`src/rtl/cmd_chan_pkg.sv`:
```
// Shared definitions for the command channel: register offsets, command
// field layout, operation codes, result codes and opcode classification.
// Assumes a 32-bit host register word and a 5-bit byte offset space.
package cmd_chan_pkg;

    localparam int OFFS_W = 5;

    localparam logic [OFFS_W-1:0] OFF_CMD  = 5'h00;
    localparam logic [OFFS_W-1:0] OFF_CFG  = 5'h04;
    localparam logic [OFFS_W-1:0] OFF_STAT = 5'h08;
    localparam logic [OFFS_W-1:0] OFF_WD0  = 5'h10;
    localparam logic [OFFS_W-1:0] OFF_WD1  = 5'h14;
    localparam logic [OFFS_W-1:0] OFF_RD0  = 5'h18;
    localparam logic [OFFS_W-1:0] OFF_RD1  = 5'h1C;

    // Status bit positions
    localparam int ST_DONE = 0;
    localparam int ST_FAIL = 1;
    localparam int ST_DENY = 2;
    localparam int ST_DROP = 3;
    localparam int ST_OVR  = 4;
    localparam int ST_BUSY = 5;
    localparam int ST_W    = 6;

    typedef enum logic [4:0] {
        OPC_EXT_WR_LONG = 5'd0,
        OPC_EXT_RD_LONG = 5'd1,
        OPC_EXT_WR      = 5'd2,
        OPC_RESET       = 5'd3,
        OPC_SLEEP       = 5'd4,
        OPC_SHUTDOWN    = 5'd5,
        OPC_WAKEUP      = 5'd6,
        OPC_AUTH        = 5'd7,
        OPC_MST_RD      = 5'd8,
        OPC_MST_WR      = 5'd9,
        OPC_EXT_RD      = 5'd13,
        OPC_WR          = 5'd14,
        OPC_RD          = 5'd15,
        OPC_ZERO_WR     = 5'd16
    } opcode_e;

    typedef enum logic [1:0] {
        RES_OK   = 2'd0,
        RES_FAIL = 2'd1,
        RES_DENY = 2'd2,
        RES_DROP = 2'd3
    } result_e;

    // Decoded command word
    typedef struct packed {
        logic [4:0]  opc;
        logic [3:0]  sid;
        logic [15:0] addr;
        logic [2:0]  cnt;
    } cmd_t;

    // Operations that return bytes from the target
    function automatic logic op_reads(input logic [4:0] op);
        case (op)
            OPC_EXT_RD_LONG, OPC_MST_RD, OPC_EXT_RD, OPC_RD: return 1'b1;
            default: return 1'b0;
        endcase
    endfunction

    // Operations that carry bytes to the target
    function automatic logic op_writes(input logic [4:0] op);
        case (op)
            OPC_EXT_WR_LONG, OPC_EXT_WR, OPC_MST_WR, OPC_WR, OPC_ZERO_WR: return 1'b1;
            default: return 1'b0;
        endcase
    endfunction

endpackage

```
`src/rtl/cmd_chan_bytemask.sv`:
```
// Keeps byte lanes 0..last of a multi-byte value and zeroes the lanes above.
// Assumes LANES is a power of two so that 'last' addresses every lane.
module cmd_chan_bytemask #(
    parameter int LANES = 8
) (
    input  logic [LANES*8-1:0]         din,
    input  logic [$clog2(LANES)-1:0]   last,
    output logic [LANES*8-1:0]         dout
);
    localparam int CNT_W = $clog2(LANES);

    // One comparator per lane selects data or zero
    for (genvar g = 0; g < LANES; g++) begin : g_lane
        localparam logic [CNT_W-1:0] LANE_IDX = CNT_W'(g);
        assign dout[g*8 +: 8] = (LANE_IDX <= last) ? din[g*8 +: 8] : 8'h00;
    end
endmodule

```
`src/rtl/cmd_chan_ctrl.sv`:
```
// Transaction sequencer: accepts a command while idle, presents it to the
// back-end until taken, waits for the response and records the outcome.
// Assumes exactly one response cycle per accepted request.
module cmd_chan_ctrl
    import cmd_chan_pkg::*;
#(
    parameter int DATA_W = 64
) (
    input  logic               clk,
    input  logic               rst_n,
    input  logic               cmd_wr,
    input  cmd_t               cmd_in,
    input  logic [DATA_W-1:0]  wdata_masked,
    output logic               cmd_load,
    output logic               req_valid,
    input  logic               req_ready,
    output cmd_t               req_cmd,
    output logic [DATA_W-1:0]  req_data,
    input  logic               rsp_valid,
    input  logic [1:0]         rsp_result,
    output logic               rd_load,
    output logic [ST_W-1:0]    status
);
    typedef enum logic [1:0] {S_IDLE, S_REQ, S_WAIT} state_e;

    state_e             state_q;
    cmd_t               cmd_q;
    logic [DATA_W-1:0]  data_q;
    logic               done_q, fail_q, deny_q, drop_q, ovr_q;
    logic               rsp_take;

    assign cmd_load  = cmd_wr && (state_q == S_IDLE);
    assign rsp_take  = (state_q == S_WAIT) && rsp_valid;
    assign rd_load   = rsp_take && (rsp_result == RES_OK) && op_reads(cmd_q.opc);
    assign req_valid = (state_q == S_REQ);
    assign req_cmd   = cmd_q;
    assign req_data  = data_q;

    // Sequencer state: idle -> request -> wait -> idle
    always_ff @(posedge clk) begin
        if (!rst_n) begin
            state_q <= S_IDLE;
        end else begin
            case (state_q)
                S_IDLE:  if (cmd_load)  state_q <= S_REQ;
                S_REQ:   if (req_ready) state_q <= S_WAIT;
                S_WAIT:  if (rsp_valid) state_q <= S_IDLE;
                default: state_q <= S_IDLE;
            endcase
        end
    end

    // Snapshot of the command and its outgoing bytes at acceptance
    always_ff @(posedge clk) begin
        if (!rst_n) begin
            cmd_q  <= '0;
            data_q <= '0;
        end else if (cmd_load) begin
            cmd_q  <= cmd_in;
            data_q <= op_writes(cmd_in.opc) ? wdata_masked : '0;
        end
    end

    // Completion, error and overrun flags
    always_ff @(posedge clk) begin
        if (!rst_n) begin
            done_q <= 1'b0;
            fail_q <= 1'b0;
            deny_q <= 1'b0;
            drop_q <= 1'b0;
            ovr_q  <= 1'b0;
        end else if (cmd_load) begin
            done_q <= 1'b0;
            fail_q <= 1'b0;
            deny_q <= 1'b0;
            drop_q <= 1'b0;
            ovr_q  <= 1'b0;
        end else begin
            if (cmd_wr) begin
                ovr_q <= 1'b1;
            end
            if (rsp_take) begin
                done_q <= 1'b1;
                fail_q <= (rsp_result == RES_FAIL);
                deny_q <= (rsp_result == RES_DENY);
                drop_q <= (rsp_result == RES_DROP);
            end
        end
    end

    // Status vector assembly
    always_comb begin
        status          = '0;
        status[ST_DONE] = done_q;
        status[ST_FAIL] = fail_q;
        status[ST_DENY] = deny_q;
        status[ST_DROP] = drop_q;
        status[ST_OVR]  = ovr_q;
        status[ST_BUSY] = (state_q != S_IDLE);
    end
endmodule

```
`src/rtl/cmd_chan_regs.sv`:
```
// Host-visible register file: write-data words, read-data words, last
// accepted command word and the readback multiplexer.
// Assumes one host access per cycle; reads are combinational.
module cmd_chan_regs
    import cmd_chan_pkg::*;
#(
    parameter int WORD_W = 32
) (
    input  logic                 clk,
    input  logic                 rst_n,
    input  logic                 bus_wr,
    input  logic [OFFS_W-1:0]    bus_addr,
    input  logic [WORD_W-1:0]    bus_wdata,
    input  logic                 cmd_load,
    input  logic                 rd_load,
    input  logic [2*WORD_W-1:0]  rd_value,
    input  logic [ST_W-1:0]      status,
    output logic [2*WORD_W-1:0]  wd_words,
    output logic [WORD_W-1:0]    bus_rdata
);
    logic [WORD_W-1:0] wd0_q, wd1_q, rd0_q, rd1_q, cmd_q;

    assign wd_words = {wd1_q, wd0_q};

    // Host-loaded outgoing data words
    always_ff @(posedge clk) begin
        if (!rst_n) begin
            wd0_q <= '0;
            wd1_q <= '0;
        end else if (bus_wr) begin
            if (bus_addr == OFF_WD0) wd0_q <= bus_wdata;
            if (bus_addr == OFF_WD1) wd1_q <= bus_wdata;
        end
    end

    // Last accepted command word for readback
    always_ff @(posedge clk) begin
        if (!rst_n)        cmd_q <= '0;
        else if (cmd_load) cmd_q <= bus_wdata;
    end

    // Returned bytes, loaded only on a successful read
    always_ff @(posedge clk) begin
        if (!rst_n) begin
            rd0_q <= '0;
            rd1_q <= '0;
        end else if (rd_load) begin
            rd0_q <= rd_value[WORD_W-1:0];
            rd1_q <= rd_value[2*WORD_W-1:WORD_W];
        end
    end

    // Readback multiplexer; unmapped offsets and config read zero
    always_comb begin
        case (bus_addr)
            OFF_CMD:  bus_rdata = cmd_q;
            OFF_STAT: bus_rdata = {{(WORD_W-ST_W){1'b0}}, status};
            OFF_WD0:  bus_rdata = wd0_q;
            OFF_WD1:  bus_rdata = wd1_q;
            OFF_RD0:  bus_rdata = rd0_q;
            OFF_RD1:  bus_rdata = rd1_q;
            default:  bus_rdata = '0;
        endcase
    end
endmodule

```
`src/rtl/cmd_channel.sv`:
```
// Top of the command channel: splits the command word into fields, masks
// outgoing and returned bytes to the byte count, and joins the register
// file with the sequencer. Assumes WORD_W is 32 (command layout is fixed).
module cmd_channel
    import cmd_chan_pkg::*;
#(
    parameter int WORD_W = 32
) (
    input  logic                 clk,
    input  logic                 rst_n,
    input  logic                 bus_wr,
    input  logic [4:0]           bus_addr,
    input  logic [WORD_W-1:0]    bus_wdata,
    output logic [WORD_W-1:0]    bus_rdata,
    output logic                 be_req_valid,
    input  logic                 be_req_ready,
    output logic [4:0]           be_req_opcode,
    output logic [3:0]           be_req_sid,
    output logic [15:0]          be_req_addr,
    output logic [2:0]           be_req_count,
    output logic [2*WORD_W-1:0]  be_req_wdata,
    input  logic                 be_rsp_valid,
    input  logic [1:0]           be_rsp_result,
    input  logic [2*WORD_W-1:0]  be_rsp_rdata
);
    localparam int DATA_W = 2 * WORD_W;
    localparam int LANES  = DATA_W / 8;

    logic               cmd_wr, cmd_load, rd_load;
    cmd_t               cmd_in, req_cmd;
    logic [DATA_W-1:0]  wd_words, wd_masked, rd_masked;
    logic [ST_W-1:0]    chan_status;

    // Command field extraction from the host word
    assign cmd_wr      = bus_wr && (bus_addr == OFF_CMD);
    assign cmd_in.opc  = bus_wdata[31:27];
    assign cmd_in.sid  = bus_wdata[23:20];
    assign cmd_in.addr = bus_wdata[19:4];
    assign cmd_in.cnt  = bus_wdata[2:0];

    assign be_req_opcode = req_cmd.opc;
    assign be_req_sid    = req_cmd.sid;
    assign be_req_addr   = req_cmd.addr;
    assign be_req_count  = req_cmd.cnt;

    cmd_chan_regs #(.WORD_W(WORD_W)) u_regs (
        .clk       (clk),
        .rst_n     (rst_n),
        .bus_wr    (bus_wr),
        .bus_addr  (bus_addr),
        .bus_wdata (bus_wdata),
        .cmd_load  (cmd_load),
        .rd_load   (rd_load),
        .rd_value  (rd_masked),
        .status    (chan_status),
        .wd_words  (wd_words),
        .bus_rdata (bus_rdata)
    );

    cmd_chan_bytemask #(.LANES(LANES)) u_wmask (
        .din  (wd_words),
        .last (cmd_in.cnt),
        .dout (wd_masked)
    );

    cmd_chan_bytemask #(.LANES(LANES)) u_rmask (
        .din  (be_rsp_rdata),
        .last (req_cmd.cnt),
        .dout (rd_masked)
    );

    cmd_chan_ctrl #(.DATA_W(DATA_W)) u_ctrl (
        .clk          (clk),
        .rst_n        (rst_n),
        .cmd_wr       (cmd_wr),
        .cmd_in       (cmd_in),
        .wdata_masked (wd_masked),
        .cmd_load     (cmd_load),
        .req_valid    (be_req_valid),
        .req_ready    (be_req_ready),
        .req_cmd      (req_cmd),
        .req_data     (be_req_wdata),
        .rsp_valid    (be_rsp_valid),
        .rsp_result   (be_rsp_result),
        .rd_load      (rd_load),
        .status       (chan_status)
    );
endmodule

```
`config.mk`:
```
export PLATFORM = sky130hd
export DESIGN_NAME = cmd_channel
export DESIGN_NICKNAME = d
export VERILOG_FILES = /design/src/rtl/cmd_chan_pkg.sv /design/src/rtl/cmd_chan_bytemask.sv /design/src/rtl/cmd_chan_ctrl.sv /design/src/rtl/cmd_chan_regs.sv /design/src/rtl/cmd_channel.sv
export SDC_FILE = /design/constraint.sdc
export NUM_CORES = 1
export LEC_CHECK = 0
export BUFFER_PORTS_ARGS = -buffer_cell sky130_fd_sc_hd__buf_2
export CAP_MARGIN = 30
export CELL_PAD_IN_SITES_DETAIL_PLACEMENT = 0
export CELL_PAD_IN_SITES_GLOBAL_PLACEMENT = 1
export CORE_MARGIN = 5
export CORE_UTILIZATION = 35
export CTS_CLUSTER_DIAMETER = 50
export DETAILED_ROUTE_END_ITERATION = 16
export HOLD_SLACK_MARGIN = 0.1
export PLACE_DENSITY = 0.66
export SLEW_MARGIN = 25
export SYNTH_ARGS = -nofsm -noshare
export SYNTH_HDL_FRONTEND = slang
export SYNTH_HIERARCHICAL = 1
export SYNTH_SLANG_ARGS = --single-unit
```
`constraint.sdc`:
```
create_clock -name clk -period 2.46 [get_ports clk]
set_clock_uncertainty 0.15 [all_clocks]
set_input_delay 0.369 -clock clk [delete_from_list [all_inputs] [get_ports clk]]
set_output_delay 0.369 -clock clk [all_outputs]
set_load 0.02 [all_outputs]
```
==> Implementation_results.wiki, run 1 <==
{| class="wikitable"
! Metric !! Value
|-
| Crit-path max FO || 11
|-
| Max Fclk || 0.421 GHz
|-
| Sink Count || 259
|-
| Cell count after synthesis || 1175
|-
| WP data arrival || 1.86 ns
|-
| Vias in the first global route || 9834
|-
| Layout Nets || 1566
|-
| Setup total negative slack || 0 ns
|-
| First-pass GRT wire length || 60.3 mm
|-
| Post-layout minimum cycle time || 2.37 ns
|-
| Dpl hpwl || 28.3 mm
|-
| Number of antenna violations at the first check in global routing || 4
|-
| Number of nets with antenna violations after routing || 0
|-
| Cell depth of the worst flop-to-flop path || 6
|-
| Max cap viols || 0
|-
| Number of pins with negative max-slew slack in the final report || 0
|-
| Post-detailed-route wirelength per cell || 20.8 um
|-
| Number of cells on the worst hold path || 4
|-
| Final global-route overflow total || 0
|-
| Unrepaired setup endpoints after global routing || false
|-
| Kind of capture point of the worst setup path || output pin
|-
| Detailed-route via count || 9845
|-
| Proportion of netlist area held by the largest area contributor || 0.445
|-
| Port Buffer Count || 232
|-
| # H-tree levels || 2
|-
| Largest area contributor in the synthesized netlist || sky130_fd_sc_hd__dfxtp_1
|-
| Flop-to-flop setup slack || 0.37 ns
|-
| Hold Vio Cnt, Final || 0
|-
| Io pins || 233
|-
| TritonCTS clock tree || done
|-
| Slew margin rel. || 0.597
|-
| Fraction of final layout cells with drive strength greater than 1 || 0.265
|-
| Path type of the worst min-delay path || input pin to flop
|-
| Detailed-routing iteration count for the pre-antenna-repair pass || 5
|-
| Area growth from synthesis to final layout || 31.5%
|-
| Worst EP required || 1.94 ns
|-
| Height of the die || 193 um
|-
| Number of vias per cell || 5.11
|-
| EDFF count, synth || 0
|-
| Yosys synthesis warning count || 6
|-
| Core region area || 32700 um2
|-
| Net Count, Synth || 1283
|-
| Sequential element share of the synthesized area || 0.445
|-
| Top cells by area in the synthesized netlist || sky130_fd_sc_hd__dfxtp_1 (44%), sky130_fd_sc_hd__mux2i_1 (12%), sky130_fd_sc_hd__nor2b_1 (7.8%), sky130_fd_sc_hd__a22o_1 (6.9%), sky130_fd_sc_hd__a21boi_0 (3.6%)
|-
| Syn avg cell area || 9.92 um2
|-
| Leakage power summed over all cells || 6.24 nW
|-
| Largest net degree at the start of global routing || 65
|-
| Setup crit start kind || input pin
|-
| Proportion of synthesized flip-flops having asynchronous set or reset || 0
|-
| Total setup violations reported at the end of the flow || 0
|-
| Final weighted congestion in routability-driven placement || 0.839
|-
| Die footprint || 37100 um2
|-
| Clock Path Buffers || 3
|-
| Clock slew at reported path FFs || 0.05 ns
|-
| Slew at the pin closest to its max-slew limit || 0.603 ns
|-
| Finished layout cell area || 15300 um2
|-
| Max IR drop VDD || 0.377 mV
|-
| Dominant synthesized flop cell || sky130_fd_sc_hd__dfxtp_1
|-
| Global-route usage over all layers || 0.211
|-
| Effective utilization at floorplan || 0.357
|-
| Hold Path End || u_regs/rd0_q[17]
|-
| Remaining routing DRC violations || 0
|-
| Run status || finished, final reports clean
|-
| Pwr/cell area || 648 nW/um2
|-
| Drt initial violations || 603
|-
| Chip Width || 193 um
|-
| Number of storage elements in the synthesis netlist || 259
|-
| Number of distinct standard cells referenced by the synthesized netlist || 52
|-
| Clock latency on the worst-skew pair || 0.51 ns
|-
| Min-Delay Startpoint || be_rsp_rdata[17]
|-
| Critical path class || input pin to output pin
|-
| Number of buffers inserted during clock tree synthesis || 37
|-
| End of the worst register-to-register path || u_regs/rd1_q[13]
|-
| Placed standard-cell area || 13500 um2
|-
| Netlist Area Pre-Place || 11700 um2
|-
| Ratio of final minimum period to clock period || 0.965
|-
| Critical R2R Launch || u_ctrl/state_q[1]
|-
| Rows || 66
|-
| Clock root buffer master || sky130_fd_sc_hd__clkbuf_16
|-
| Wire length reported by the detailed router || 40.1 mm
|}
## per-stage QoR
stage | util | total power [mW] | std cells | worst slack, ns | hold slack [ns]
5_1_grt | 0.469 | 10.3 | 1927 | 0.0190 | 0.118
4_1_cts | 0.469 | 10.1 | 1926 | 0.0558 | 0.103
3_5_place_dp | 0.414 | 4.85 | 1800 | 0.0458 | 0.308
2_1_floorplan | - | 4.58 | 1175 | 0.221 | 0.276
3_3_place_gp | 0.414 | 4.85 | 1800 | 0.0721 | 0.288
6_report | 0.469 | 9.93 | 1927 | 0.0857 | 0.117
## where the power goes
group	switching, mW	internal, mW	leakage [nW]
sequential	0.0134	4.21	2.09
combinational	0.340	0.274	3.58
clock	1.96	3.13	0.577
total	2.31	7.62	6.24
## cell usage after synthesis (all sizes together), types with 12 or more instances
cell and number:
buf 65, o22ai 20, clkbuf 59, nand3 67, a21boi 64, a21o 17, nor2 17, and3 34
mux2i 145, and2 35, a221o 12, a22o 92, o21ai 66, dfxtp 259, nor2b 146, inv 13
## kinds of logic (layout without fill, tap and decap cells)
group | after synthesis | after routing | synth area share
simple gates | 335 | 335 | 0.176
compound gates | 295 | 295 | 0.189
flops | 259 | 259 | 0.445
mux | 149 | 149 | 0.130
buf+inv | 137 | 446 | 0.0602
other cells | 0 | 1 | 0
## sequential cells by signal (all words and copies together) (netlist names), 2 cells and up
signal,flops
u_ctrl/req_cmd,28
u_ctrl/req_data,64
u_ctrl/state_q,2
u_regs/cmd_q,32
u_regs/rd0_q,32
u_regs/rd1_q,32
u_regs/wd0_q,32
u_regs/wd1_q,32
## cells in the final DEF (no fill, tap or decap), drive strengths merged, types with 4 or more instances in the layout
| cell type | n |
|---|---|
| a221o | 12 |
| o32ai | 9 |
| nor2 | 17 |
| clkinvlp | 4 |
| a22o | 92 |
| dfxtp | 259 |
| o22ai | 20 |
| inv | 16 |
| nand2 | 5 |
| mux2i | 145 |
| o21ai | 66 |
| a21boi | 64 |
| a21o | 17 |
| nor3b | 4 |
| buf | 306 |
| a21oi | 8 |
| clkinv | 8 |
| dlygate4sd3 | 61 |
| clkbuf | 50 |
| and2 | 35 |
| nand3 | 67 |
| nor3 | 9 |
| nor2b | 146 |
| and3 | 34 |
## how the worst max path moves through the flow
stage	to	from	cells past startpoint	slack, ns
6_report	bus_rdata[13]	bus_addr[2]	6	0.09
3_3_place_gp	bus_rdata[4]	bus_addr[2]	7	0.07
5_1_grt	bus_rdata[4]	bus_addr[2]	7	0.02
4_1_cts	bus_rdata[4]	bus_addr[2]	7	0.06
3_5_place_dp	bus_rdata[4]	bus_addr[2]	7	0.05
2_1_floorplan	u_regs/rd0_q[0]	u_ctrl/state_q[0]	7	0.22
## critical path, cell delays in order
cell and delay (ns):
sky130_fd_sc_hd__clkbuf_4 0.17, sky130_fd_sc_hd__or4_4 0.59, sky130_fd_sc_hd__buf_4 0.24, sky130_fd_sc_hd__o22ai_1 0.19
sky130_fd_sc_hd__a21o_1 0.13, sky130_fd_sc_hd__buf_2 0.17
## area by class of cell
type                            count  area, um2
Antenna cell                        1       2.50
Clock buffer                       49       1050
Clock inverter                     16        138
Fill cell                        3187      17400
Inverter                           13       48.8
Multi-Input combinational cell    779       5800
Sequential cell                   259       5180
Tap cell                          442        553
Timing Repair Buffer              368       2550
## per-layer routing
| metal | GRT usage | vias to the layer above | part of all wire |
|---|---|---|---|
| met5 | 0 | - | 0.00085 |
| met4 | 0.0562 | 6 | 0.022 |
| met3 | 0.0356 | 65 | 0.057 |
| met2 | 0.314 | 295 | 0.42 |
| met1 | 0.314 | 4694 | 0.50 |
| li1 | - | 4785 | - |
## timing repair
action / CTS / global route
endpoints found under the setup margin: 0 / 2
hold buffers: 61 / 0
buffers inserted: 0 / 0
endpoints found under the hold margin: 143 / 0
gates resized for setup: 0 / 1
No activity file was read; power rests on OpenSTA's default activity.
==> run 2: changes to the inputs <==
PLACE_DENSITY = 0.73   (was 0.66)
==> Implementation_results.wiki, run 2 (synthesis results as in run 1) <==
{| class="wikitable"
! Metric !! Value
|-
| Unrepaired setup endpoints after global routing || false
|-
| Number of pins with negative max-slew slack in the final report || 0
|-
| Slew at the pin closest to its max-slew limit || 0.554 ns
|-
| Remaining routing DRC violations || 0
|-
| Number of antenna violations at the first check in global routing || 3
|-
| Post-layout minimum cycle time || 2.38 ns
|-
| Layout Nets || 1568
|-
| TritonCTS clock tree || done
|-
| Largest net degree at the start of global routing || 65
|-
| Fraction of final layout cells with drive strength greater than 1 || 0.265
|-
| Max cap viols || 0
|-
| Kind of capture point of the worst setup path || output pin
|-
| Setup crit start kind || input pin
|-
| Effective utilization at floorplan || 0.357
|-
| Port Buffer Count || 232
|-
| Worst EP required || 1.94 ns
|-
| Clock latency on the worst-skew pair || 0.52 ns
|-
| Utilization of the core after routing || 0.471
|-
| Area growth from synthesis to final layout || 32.0%
|-
| Vias in the first global route || 9739
|-
| Io pins || 233
|-
| Max Fclk || 0.419 GHz
|-
| Rows || 66
|-
| Die footprint || 37100 um2
|-
| Clock slew at reported path FFs || 0.05 ns
|-
| Number of nets with antenna violations after routing || 0
|-
| Highest-count cells in the layout ignoring fill and taps || sky130_fd_sc_hd__dfxtp_1 (259), sky130_fd_sc_hd__buf_2 (231), sky130_fd_sc_hd__nor2b_1 (146)
|-
| Run status || finished, final reports clean
|-
| Final global-route overflow total || 0
|-
| Detailed-routing iteration count for the pre-antenna-repair pass || 5
|-
| Number of buffers inserted during clock tree synthesis || 37
|-
| Number of fill cells in the layout || 3158
|-
| Max IR drop VDD || 0.353 mV
|-
| Drt initial violations || 729
|-
| Slew margin rel. || 0.630
|-
| Leakage power summed over all cells || 6.28 nW
|-
| # H-tree levels || 2
|-
| Post-detailed-route wirelength per cell || 20.8 um
|-
| Dpl hpwl || 28.3 mm
|-
| Path type of the worst min-delay path || input pin to flop
|-
| Hold Vio Cnt, Final || 0
|-
| Global-route usage over all layers || 0.211
|-
| Chip Width || 193 um
|-
| Core region area || 32700 um2
|-
| Clock root buffer master || sky130_fd_sc_hd__clkbuf_16
|-
| Wire length reported by the detailed router || 40.2 mm
|-
| Sink Count || 259
|-
| Crit-path max FO || 11
|-
| Number of vias per cell || 5.15
|-
| Max FFs per register || 64
|-
| Clock Path Buffers || 3
|-
| Final weighted congestion in routability-driven placement || 0.817
|-
| Critical path class || input pin to output pin
|-
| Most common cell after layout, fill and taps aside || sky130_fd_sc_hd__dfxtp_1
|-
| Height of the die || 193 um
|-
| WP data arrival || 1.87 ns
|-
| Pwr/cell area || 670 nW/um2
|-
| Setup repair bufs after CTS || 0
|-
| First-pass GRT wire length || 60.4 mm
|-
| Setup total negative slack || 0 ns
|-
| Total setup violations reported at the end of the flow || 0
|-
| Detailed-route via count || 9910
|-
| Ratio of final minimum period to clock period || 0.969
|-
| Antenna Cells || 0
|}
[run 2: changes by cell type in the layout (fill, tap and decap cells not counted), sizes merged]
cell         previous run  this run
clkinv                  8         3
dlygate4sd3            61        66
buf                   306       304
bufinv                  1         3
clkinvlp                4         2
inv                    16        18
diode                   1         0
[run 2: power by group]
group          internal [mW]  switching, mW  leakage, nW
Sequential              4.21         0.0127         2.09
Combinational          0.274          0.342         3.57
Clock                   3.48           1.99        0.626
Total                   7.97           2.34         6.28
[run 2: worst paths after layout]
path                startpoint           endpoint  slack [ns]  cells after the start
max                bus_addr[2]      bus_rdata[22]        0.08                      6
min                      rst_n  u_ctrl/state_q[1]        0.11                      2
max reg2reg  u_ctrl/state_q[1]   u_regs/rd0_q[17]        0.37                      6
min reg2reg      u_ctrl/done_q      u_ctrl/done_q        0.30                      2
[run 2: through the flow]
stage | setup WS, ns | power (mW) | cell area, um2 | instances | hold slack [ns]
after floorplan | 0.221 | 4.58 | 11700 | 1175 | 0.276
after global placement | 0.0863 | 4.84 | 13500 | 1797 | 0.288
after detailed placement | 0.0931 | 4.85 | 13500 | 1797 | 0.290
after CTS | 0.0880 | 10.4 | 15400 | 1926 | 0.100
after global routing | 0.0114 | 10.6 | 15400 | 1926 | 0.113
final | 0.0753 | 10.3 | 15400 | 1926 | 0.110
[run 2: layer usage]
metal  wire, um  track usage
met1      19500        0.315
met2      17300        0.313
met3       2560       0.0385
met4        750       0.0518
met5         34            0
[run 2: area by class of cell]
| class | count | area [um2] | area share |
|---|---|---|---|
| Clock buffer | 50 | 1110 | 0.0720 |
| Multi-Input combinational cell | 779 | 5800 | 0.377 |
| Timing Repair Buffer | 370 | 2530 | 0.164 |
| Tap cell | 442 | 553 | 0.0359 |
| Sequential cell | 259 | 5180 | 0.337 |
| Clock inverter | 13 | 170 | 0.0111 |
| Inverter | 13 | 48.8 | 0.00317 |
[run 2: timing repair]
item | 4_1_cts | 5_1_grt
gates resized for setup | 0 | 0
hold endpoints to repair | 148 | 0
hold buffers | 66 | 0
[run 2: critical path, cell delays in order]
cell and delay (ns):
sky130_fd_sc_hd__buf_2 0.15, sky130_fd_sc_hd__or4_4 0.60, sky130_fd_sc_hd__buf_4 0.24, sky130_fd_sc_hd__o22ai_1 0.22, sky130_fd_sc_hd__a21o_1 0.12, sky130_fd_sc_hd__buf_2 0.16
